`config.mk`:
```
export PLATFORM = sky130hd
export DESIGN_NAME = split_reload_timer8
export DESIGN_NICKNAME = d
export VERILOG_FILES = /design/src/rtl/srt_pkg.sv /design/src/rtl/srt_fall_detect.sv /design/src/rtl/srt_counter.sv /design/src/rtl/srt_flag.sv /design/src/rtl/split_reload_timer8.sv
export SDC_FILE = /design/constraint.sdc
export NUM_CORES = 1
export LEC_CHECK = 0
export ABC_AREA = 1
export BUFFER_PORTS_ARGS = -buffer_cell sky130_fd_sc_hd__buf_2
export CAP_MARGIN = 20
export CELL_PAD_IN_SITES_DETAIL_PLACEMENT = 0
export CELL_PAD_IN_SITES_GLOBAL_PLACEMENT = 2
export CORE_UTILIZATION = 25
export DETAILED_ROUTE_END_ITERATION = 6
export PLACE_DENSITY = 0.79
export SLEW_MARGIN = 20
export SYNTH_ARGS = -nofsm -noshare
export SYNTH_HDL_FRONTEND = slang
export SYNTH_HIERARCHICAL = 1
export SYNTH_SLANG_ARGS = --single-unit
```
`constraint.sdc`:
```
create_clock -name clk -period 1.67 [get_ports clk]
set_clock_uncertainty 0.2 [all_clocks]
set_input_delay 0.0835 -clock clk [delete_from_list [all_inputs] [get_ports clk]]
set_output_delay 0.0835 -clock clk [all_outputs]
set_load 0.02 [all_outputs]
```
`src/rtl/srt_pkg.sv`:
```
package srt_pkg;
  typedef enum logic {
    MODE_RELOAD = 1'b0,
    MODE_SPLIT  = 1'b1
  } srt_mode_e;

  typedef enum logic {
    SRC_CYCLES = 1'b0,
    SRC_PIN    = 1'b1
  } srt_src_e;
endpackage

```
`src/rtl/srt_fall_detect.sv`:
```
module srt_fall_detect #(
  parameter int STAGES = 2
) (
  input  logic clk,
  input  logic rst,
  input  logic pin,
  output logic fall
);
  localparam int LAST = STAGES - 1;

  logic [LAST:0] smp;

  always_ff @(posedge clk) begin
    if (rst) smp <= '0;
    else     smp <= {smp[LAST-1:0], pin};
  end

  // older sample high, newer sample low
  assign fall = smp[LAST] & ~smp[LAST-1];
endmodule

```
`src/rtl/srt_counter.sv`:
```
module srt_counter #(
  parameter int W = 8
) (
  input  logic         clk,
  input  logic         rst,
  input  logic         ld,
  input  logic [W-1:0] ld_val,
  input  logic         tick,
  input  logic [W-1:0] wrap_val,
  output logic [W-1:0] cnt,
  output logic         wrap
);
  localparam logic [W-1:0] ONE = {{(W-1){1'b0}}, 1'b1};

  assign wrap = tick & (&cnt);

  always_ff @(posedge clk) begin
    if (rst)       cnt <= '0;
    else if (ld)   cnt <= ld_val;
    else if (wrap) cnt <= wrap_val;
    else if (tick) cnt <= cnt + ONE;
  end
endmodule

```
`src/rtl/srt_flag.sv`:
```
module srt_flag (
  input  logic clk,
  input  logic rst,
  input  logic set,
  input  logic clr,
  output logic q
);
  always_ff @(posedge clk) begin
    if (rst)      q <= 1'b0;
    else if (set) q <= 1'b1;
    else if (clr) q <= 1'b0;
  end
endmodule

```
`src/rtl/split_reload_timer8.sv`:
```
module split_reload_timer8 #(
  parameter int W          = 8,
  parameter int PIN_STAGES = 2
) (
  input  logic         clk,
  input  logic         rst,
  input  logic         mc_en,
  input  logic         cnt_pin,
  input  logic         gate_pin,
  input  logic         run_a,
  input  logic         run_b,
  input  logic         gate_sel,
  input  logic         ct_sel,
  input  logic         split_mode,
  input  logic         ld_lo,
  input  logic         ld_hi,
  input  logic [W-1:0] ld_data,
  input  logic         clr_a,
  input  logic         clr_b,
  output logic [W-1:0] lo_count,
  output logic [W-1:0] hi_count,
  output logic         ovf_a,
  output logic         ovf_b
);
  import srt_pkg::*;

  localparam int NFLAG = 2;

  srt_mode_e mode;
  srt_src_e  src;
  logic      pin_fall;
  logic      lo_tick, hi_tick, lo_wrap, hi_wrap;
  logic [W-1:0] lo_wrap_val;
  logic [NFLAG-1:0] fl_set, fl_clr, fl_q;

  assign mode = srt_mode_e'(split_mode);
  assign src  = srt_src_e'(ct_sel);

  srt_fall_detect #(.STAGES(PIN_STAGES)) fd_i (
    .clk(clk), .rst(rst), .pin(cnt_pin), .fall(pin_fall)
  );

  always_comb begin
    lo_tick = 1'b0;
    if (run_a && (!gate_sel || gate_pin))
      lo_tick = (src == SRC_PIN) ? pin_fall : mc_en;
    hi_tick     = (mode == MODE_SPLIT) && run_b && mc_en;
    lo_wrap_val = (mode == MODE_SPLIT) ? '0 : hi_count;
  end

  srt_counter #(.W(W)) lo_i (
    .clk(clk), .rst(rst), .ld(ld_lo), .ld_val(ld_data),
    .tick(lo_tick), .wrap_val(lo_wrap_val),
    .cnt(lo_count), .wrap(lo_wrap)
  );

  srt_counter #(.W(W)) hi_i (
    .clk(clk), .rst(rst), .ld(ld_hi), .ld_val(ld_data),
    .tick(hi_tick), .wrap_val('0),
    .cnt(hi_count), .wrap(hi_wrap)
  );

  assign fl_set = {hi_wrap, lo_wrap};
  assign fl_clr = {clr_b, clr_a};

  for (genvar g = 0; g < NFLAG; g++) begin : g_flag
    srt_flag fl_i (
      .clk(clk), .rst(rst), .set(fl_set[g]), .clr(fl_clr[g]), .q(fl_q[g])
    );
  end

  assign ovf_a = fl_q[0];
  assign ovf_b = fl_q[1];
endmodule

```
---- Word level (Yosys, flattened, before mapping) ----
Index checks and enable logic that the tools add are counted.
storage, ports and cells
  bits in read-only memories .............. 0
  memories kept ........................... 0
  bits in registers ....................... 20
  RAM bits ................................ 0
  latch bits .............................. 0
  logic and storage cells ................. 35
  bits of input ports ..................... 22
operators by class
  mux-type cells .......................... 13
  equal/unequal tests ..................... 0
  multiply operators ...................... 0
  reductions and logical operators ........ 11
  add/subtract/negate cells ............... 2
  $lt $le $gt $ge ......................... 0
  bitwise gates (word level) .............. 4
  divide/modulo/power cells ............... 0
  shift-type cells ........................ 0
operators by type and width
  operator               number
  $mux W8                7
  $add A8 B1 Y8 const B  2
  $reduce_and A8 Y1      2
  $mux W1                6
  $reduce_bool A3 Y1     2
  $reduce_bool A2 Y1     2
  $and A1 B1 Y1          3
  $logic_and A1 B1 Y1    3
  $logic_not A1 Y1       1
  $logic_or A1 B1 Y1     1
  $not A1 Y1             1

---- Logic depth before layout (Yosys ltp) ----
  depth after elaboration ................. 7
  depth in mapped cells ................... 13

---- Cells and area by module ----
Netlist, hierarchy kept.
by module, submodules not included
  module               area an instance (um^2)  cells each  instances  seq. area each (um^2)
  srt_counter          644.4                    93          2          160.2
  split_reload_timer8  125.1                    30          1          0.0
  srt_flag             40.0                     5           2          20.0
  srt_fall_detect      65.1                     8           1          40.0

---- Least setup slack after synthesis ----
Ideal clock, no wire load.
  path type ............................... register to register
  start point ............................. reg hi_i.cnt[0]
  end point ............................... reg hi_i.cnt[5]
  required time ........................... 1,338 ps
  path buffers ............................ 0
  cell stages (with the launch flop) ...... 9
  slack ................................... 23 ps
  library setup time ...................... 132 ps
  data arrival time ....................... 1,315 ps
  cells stage by stage .................... dfxtp_1 -> ha_1 -> nand3_2 -> nor2_8 -> nand3_1 -> nand2_1 -> inv_1 -> nand2_1 -> a21oi_2
between the ends
  longest elaborated chain between the ends .. 4
  elaborated cells between the ends (all ways) .. 7
RTL lines
  what                                                       RTL line                              source
  start, declared                                            srt_counter.sv:10                     output logic [W-1:0] cnt,
  start signal, assigned                                     srt_counter.sv:19                     else if (ld) cnt <= ld_val;
  start signal, assigned                                     srt_counter.sv:20                     else if (wrap) cnt <= wrap_val;
  start signal, assigned                                     srt_counter.sv:21                     else if (tick) cnt <= cnt + ONE;
  $add A8 B1 Y8 / $reduce_and A8 Y1 (equally long branches)  srt_counter.sv:21, srt_counter.sv:15
  $mux W8 / $and A1 B1 Y1 (equally long branches)            srt_counter.sv:21, srt_counter.sv:15
  $mux W8                                                    srt_counter.sv:20
  $mux W8                                                    srt_counter.sv:19
Parallel ways exist; a longest one is shown, timed or not. The select of a mux whose other input is x is not followed.
A chain may end at the register's enable or synchronous reset.

---- Worst setup path after layout ----
  start point ............................. reg fd_i.smp[0]
  end point ............................... reg lo_i.cnt[4]
between the ends
  longest elaborated chain between the ends .. 7
  elaborated cells between the ends (all ways) .. 8
RTL lines
  what                    RTL line                   source
  start, declared         srt_fall_detect.sv:11      logic [LAST:0] smp;
  start signal, assigned  srt_fall_detect.sv:15      else smp <= {smp[LAST-1:0], pin};
  $not A1 Y1 *            srt_fall_detect.sv:19      assign fall = smp[LAST] & ~smp[LAST-1];
  $and A1 B1 Y1 *         srt_fall_detect.sv:19
  net pin_fall            split_reload_timer8.sv:31  logic pin_fall;
  $mux W1 *               split_reload_timer8.sv:46  lo_tick = (src == SRC_PIN) ? pin_fall : mc_en;
  $mux W1 *               split_reload_timer8.sv:45  if (run_a && (!gate_sel || gate_pin))
  net lo_tick             split_reload_timer8.sv:32  logic lo_tick, hi_tick, lo_wrap, hi_wrap;
  $and A1 B1 Y1           srt_counter.sv:15          assign wrap = tick & (&cnt);
  $mux W8                 srt_counter.sv:20
  $mux W8                 srt_counter.sv:19
  end signal, assigned    srt_counter.sv:19
  end signal, assigned    srt_counter.sv:20
  end signal, assigned    srt_counter.sv:21
  end, declared           srt_counter.sv:10
Mark *: on every way through the listed nets, which the timed path passes. The rest lies on a longest branch.

==> flow_metrics.tcl <==
set metrics [dict create \
    worst_path_max_delay_cell "sky130_fd_sc_hd__dfxtp_1" \
    cts_tree "yes" \
    worst_setup_path_endpoint "lo_i/cnt[4]" \
    leakage_nw 1.09 \
    clkSlewWorstSetupHoldPaths_ns 0.07 \
    drt_drc_violations_left 0 \
    worst_hold_slack_ns 0.0101 \
    setup_viol 0 \
    dp_cells 363 \
    yosys_warnings 6 \
    max_cap_viol_count 0 \
    beginning_of_the_critical_path "fd_i/smp[0]" \
    pin_count 40 \
    cp.buffers_inverters 2 \
    synthDominantCellAreaShare 0.257 \
    holdCritPathClass "in2reg" \
    total_power_mw 1.15 \
    status "finished clean" \
    grt_pass1_vias 1670 \
    clock_path_buffers 2 \
    dieArea_sq_mm 0.00656 \
    critical_path_class "reg2reg" \
    synth.largest_area_cell "sky130_fd_sc_hd__dfxtp_1" \
    fraction_of_layout_instances_using_a_drive_strength_above_1 0.338 \
    site_rows 28 \
    port-buffer-count 39 \
    detailedPlace.worstSlack_ns -0.0752 \
    groute.usage.overall 0.149 \
    detailedRoute.firstIterationViolations 65 \
    finalWirelength_um 4570 \
    detail_route.wl_per_cell_um 11.9 \
    worst-endpoint-arrival_ns 1.63 \
    initial_core_utilization 0.262 \
    global_route_wire_length_before_repair_um 7530 \
    antenna_left 0 \
    post_layout_nets 334 \
    drv_slew 0 \
    total_stage_count_of_the_critical_path 11 \
    setup_tns_ns 0 \
    layout_worst_path_cycle_share 0.976 \
    synth.cell_area_sq_mm 0.00156 \
    cts_sinks 20 \
    timing_limited_maximum_frequency_mhz 613 \
    final.setup.worst_slack_ns 0.0393 \
    hold_path.startpoint "rst" \
    routed_via_density 4.54 \
    worst_path_dominant_cell_family "simple AND/OR/NAND/NOR gates" \
    synth.distinct_cells 24 \
    postSynthAreaPerCell_sq_um 6.66 \
    post_synth_main_area_contributors "sky130_fd_sc_hd__dfxtp_1, sky130_fd_sc_hd__nand2_1, sky130_fd_sc_hd__inv_1, sky130_fd_sc_hd__nand3_1, sky130_fd_sc_hd__a22oi_1" \
    grt_max_degree 15 \
    insertion_delay_ns 0.25 \
    detailed_place_hpwl_um 3480 \
    worstPathRequired_ns 1.66 \
    globalRoute.totalOverflow 0 \
    ff2ff_setup_slack_ns 0.04 \
    area_of_placed_instances_sq_mm 0.00194 \
    layout_overhead_on_the_synthesized_area_pct 40.5 \
    cp-end-kind "flip-flop" \
    fp.dieW_um 81.0 \
    number_of_buffers_created_by_cts 3 \
    ff_to_ff_path_depth 11 \
    timing.critical_path.mode_cell "sky130_fd_sc_hd__nand2_1" \
    fp.coreArea_sq_mm 0.00596 \
    rr_endpoint "lo_i/cnt[4]" \
    fp.dieH_um 81.0 \
    hold_viol_final 0 \
    synth_seq_cells 20 \
    crit_fanout 7 \
    pre_repair_dr_iteration_count 4 \
    synthCells 234 \
    vdd_ir_drop_max_mv 0.281 \
    worstReg2RegStart "fd_i/smp[0]" \
    min_period_ns 1.63 \
    cts_max_level 1 \
    layout_cell_area_excl_fill_sq_mm 0.00219 \
    crit_path_cell_trace "nor2_2, inv_1, nand2_1, nand2_1, nor2_2, inv_2, nor2_4, nand2_4, nand2_1, nand3_1, a21oi_2" \
    number_of_diodes 0 \
    setup.worst_path.start_class "flip-flop" \
    vias 1737 \
    synth_sequential_area_ratio 0.257 \
    gp_congestion 0.792 \
    cp_slowest_stage_delay_ns 0.32 \
    cts.root.buffer_cell "sky130_fd_sc_hd__clkbuf_8" \
    layout.cells.non_filler 383 \
    grt_antenna_before_repair 0 \
    grt_setup_unrepaired "true" \
    power.density_cell_area_mw_per_mm2 527 \
    post-route-util 0.368 \
]
-- cell type report --
type                    instances  area [sq um]
repair buffers                 68           450
inverters                      43           161
fillers                       682          3760
clock buffers                   3          41.3
multi-input cells             174          1040
well taps                      75          93.8
flip-flops and latches         20           404
-- registers in the layout, indices dropped and copies added (netlist names) --
name,cells
fd_i/smp,2
hi_i/cnt,8
lo_i/cnt,8
g_flag.fl_i/q,2
-- how the worst min path moves through the flow --
stage,end,slack [ns],depth (start not counted)
2_1_floorplan,g_flag[0].fl_i/q,-0.05,1
3_3_place_gp,g_flag[1].fl_i/q,0.14,4
3_5_place_dp,fd_i/smp[0],0.14,3
4_1_cts,lo_i/cnt[5],0.003,2
5_1_grt,lo_i/cnt[5],0.01,2
6_report,lo_i/cnt[5],0.01,2
-- Yosys cell counts --
cell / count
sky130_fd_sc_hd__ha_1: 2
sky130_fd_sc_hd__dfxtp_1: 20
sky130_fd_sc_hd__or2_2: 2
sky130_fd_sc_hd__a22oi_1: 16
sky130_fd_sc_hd__nand3b_1: 8
sky130_fd_sc_hd__nor2_1: 21
sky130_fd_sc_hd__nand3_2: 2
sky130_fd_sc_hd__nand2_2: 3
sky130_fd_sc_hd__o21ai_1: 2
sky130_fd_sc_hd__nand3_1: 28
sky130_fd_sc_hd__buf_6: 1
sky130_fd_sc_hd__nor2_4: 2
sky130_fd_sc_hd__o21ai_0: 2
sky130_fd_sc_hd__buf_4: 2
sky130_fd_sc_hd__buf_1: 2
sky130_fd_sc_hd__o21bai_1: 2
sky130_fd_sc_hd__conb_1: 1
sky130_fd_sc_hd__inv_1: 43
sky130_fd_sc_hd__nand2_1: 49
sky130_fd_sc_hd__nand2_4: 2
sky130_fd_sc_hd__a21oi_2: 10
sky130_fd_sc_hd__a21oi_1: 8
sky130_fd_sc_hd__nor2_8: 4
sky130_fd_sc_hd__nor2_2: 2
-- kinds of logic after synthesis --
family	Yosys count	synth area share
and+or+nand+nor	123	0.418
buffers and inverters	48	0.125
AOI/OAI and AO/OA	40	0.181
DFF	20	0.257
adders and majority gates	2	0.0160
other	1	0.00241
-- where the power goes --
group	internal [mW]	switching (mW)	leakage, nW
sequential	0.503	0.0286	0.166
combinational	0.138	0.170	0.898
clock	0.160	0.154	0.0216
total	0.801	0.352	1.09
-- metal layers --
metal  up-vias  wire length, um  GRT usage
met5         -                0          0
met4         0               16     0.0214
met3         2              198     0.0303
met2        39             2030      0.248
met1       798             2330      0.202
li1        898                -          -
-- cell usage in the layout (no fill, tap or decap), types with 4 or more instances in the layout --
cell type and instances:
sky130_fd_sc_hd__nand2_1 47, sky130_fd_sc_hd__inv_1 40, sky130_fd_sc_hd__buf_2 40, sky130_fd_sc_hd__nand3_1 25, sky130_fd_sc_hd__nor2_1 18, sky130_fd_sc_hd__dfxtp_1 17, sky130_fd_sc_hd__a22oi_1 16, sky130_fd_sc_hd__buf_4 16
sky130_fd_sc_hd__a21oi_2 11, sky130_fd_sc_hd__dlygate4sd3_1 11, sky130_fd_sc_hd__nand3b_1 8, sky130_fd_sc_hd__conb_1 8, sky130_fd_sc_hd__a21oi_1 7, sky130_fd_sc_hd__nor2_2 6, sky130_fd_sc_hd__nand2_2 5, sky130_fd_sc_hd__nand3_2 5
sky130_fd_sc_hd__nor2_8 4
-- timing repair --
action,CTS,global route
gates cloned,1,0
endpoints found under the setup margin,9,12
pin swaps,1,4
hold endpoints to repair,19,0
hold buffers,11,0
resized for setup,3,15
setup buffers,0,5
-- worst register-to-register path, stage by stage, from the launching register on --
cell,delay [ns]
sky130_fd_sc_hd__dfxtp_1,0.32
sky130_fd_sc_hd__nor2_2,0.10
sky130_fd_sc_hd__inv_1,0.04
sky130_fd_sc_hd__nand2_1,0.04
sky130_fd_sc_hd__nand2_1,0.06
sky130_fd_sc_hd__nor2_2,0.12
sky130_fd_sc_hd__inv_2,0.09
sky130_fd_sc_hd__nor2_4,0.19
sky130_fd_sc_hd__nand2_4,0.12
sky130_fd_sc_hd__nand2_1,0.09
sky130_fd_sc_hd__nand3_1,0.08
sky130_fd_sc_hd__a21oi_2,0.11
(Power assumes the default switching activity.)
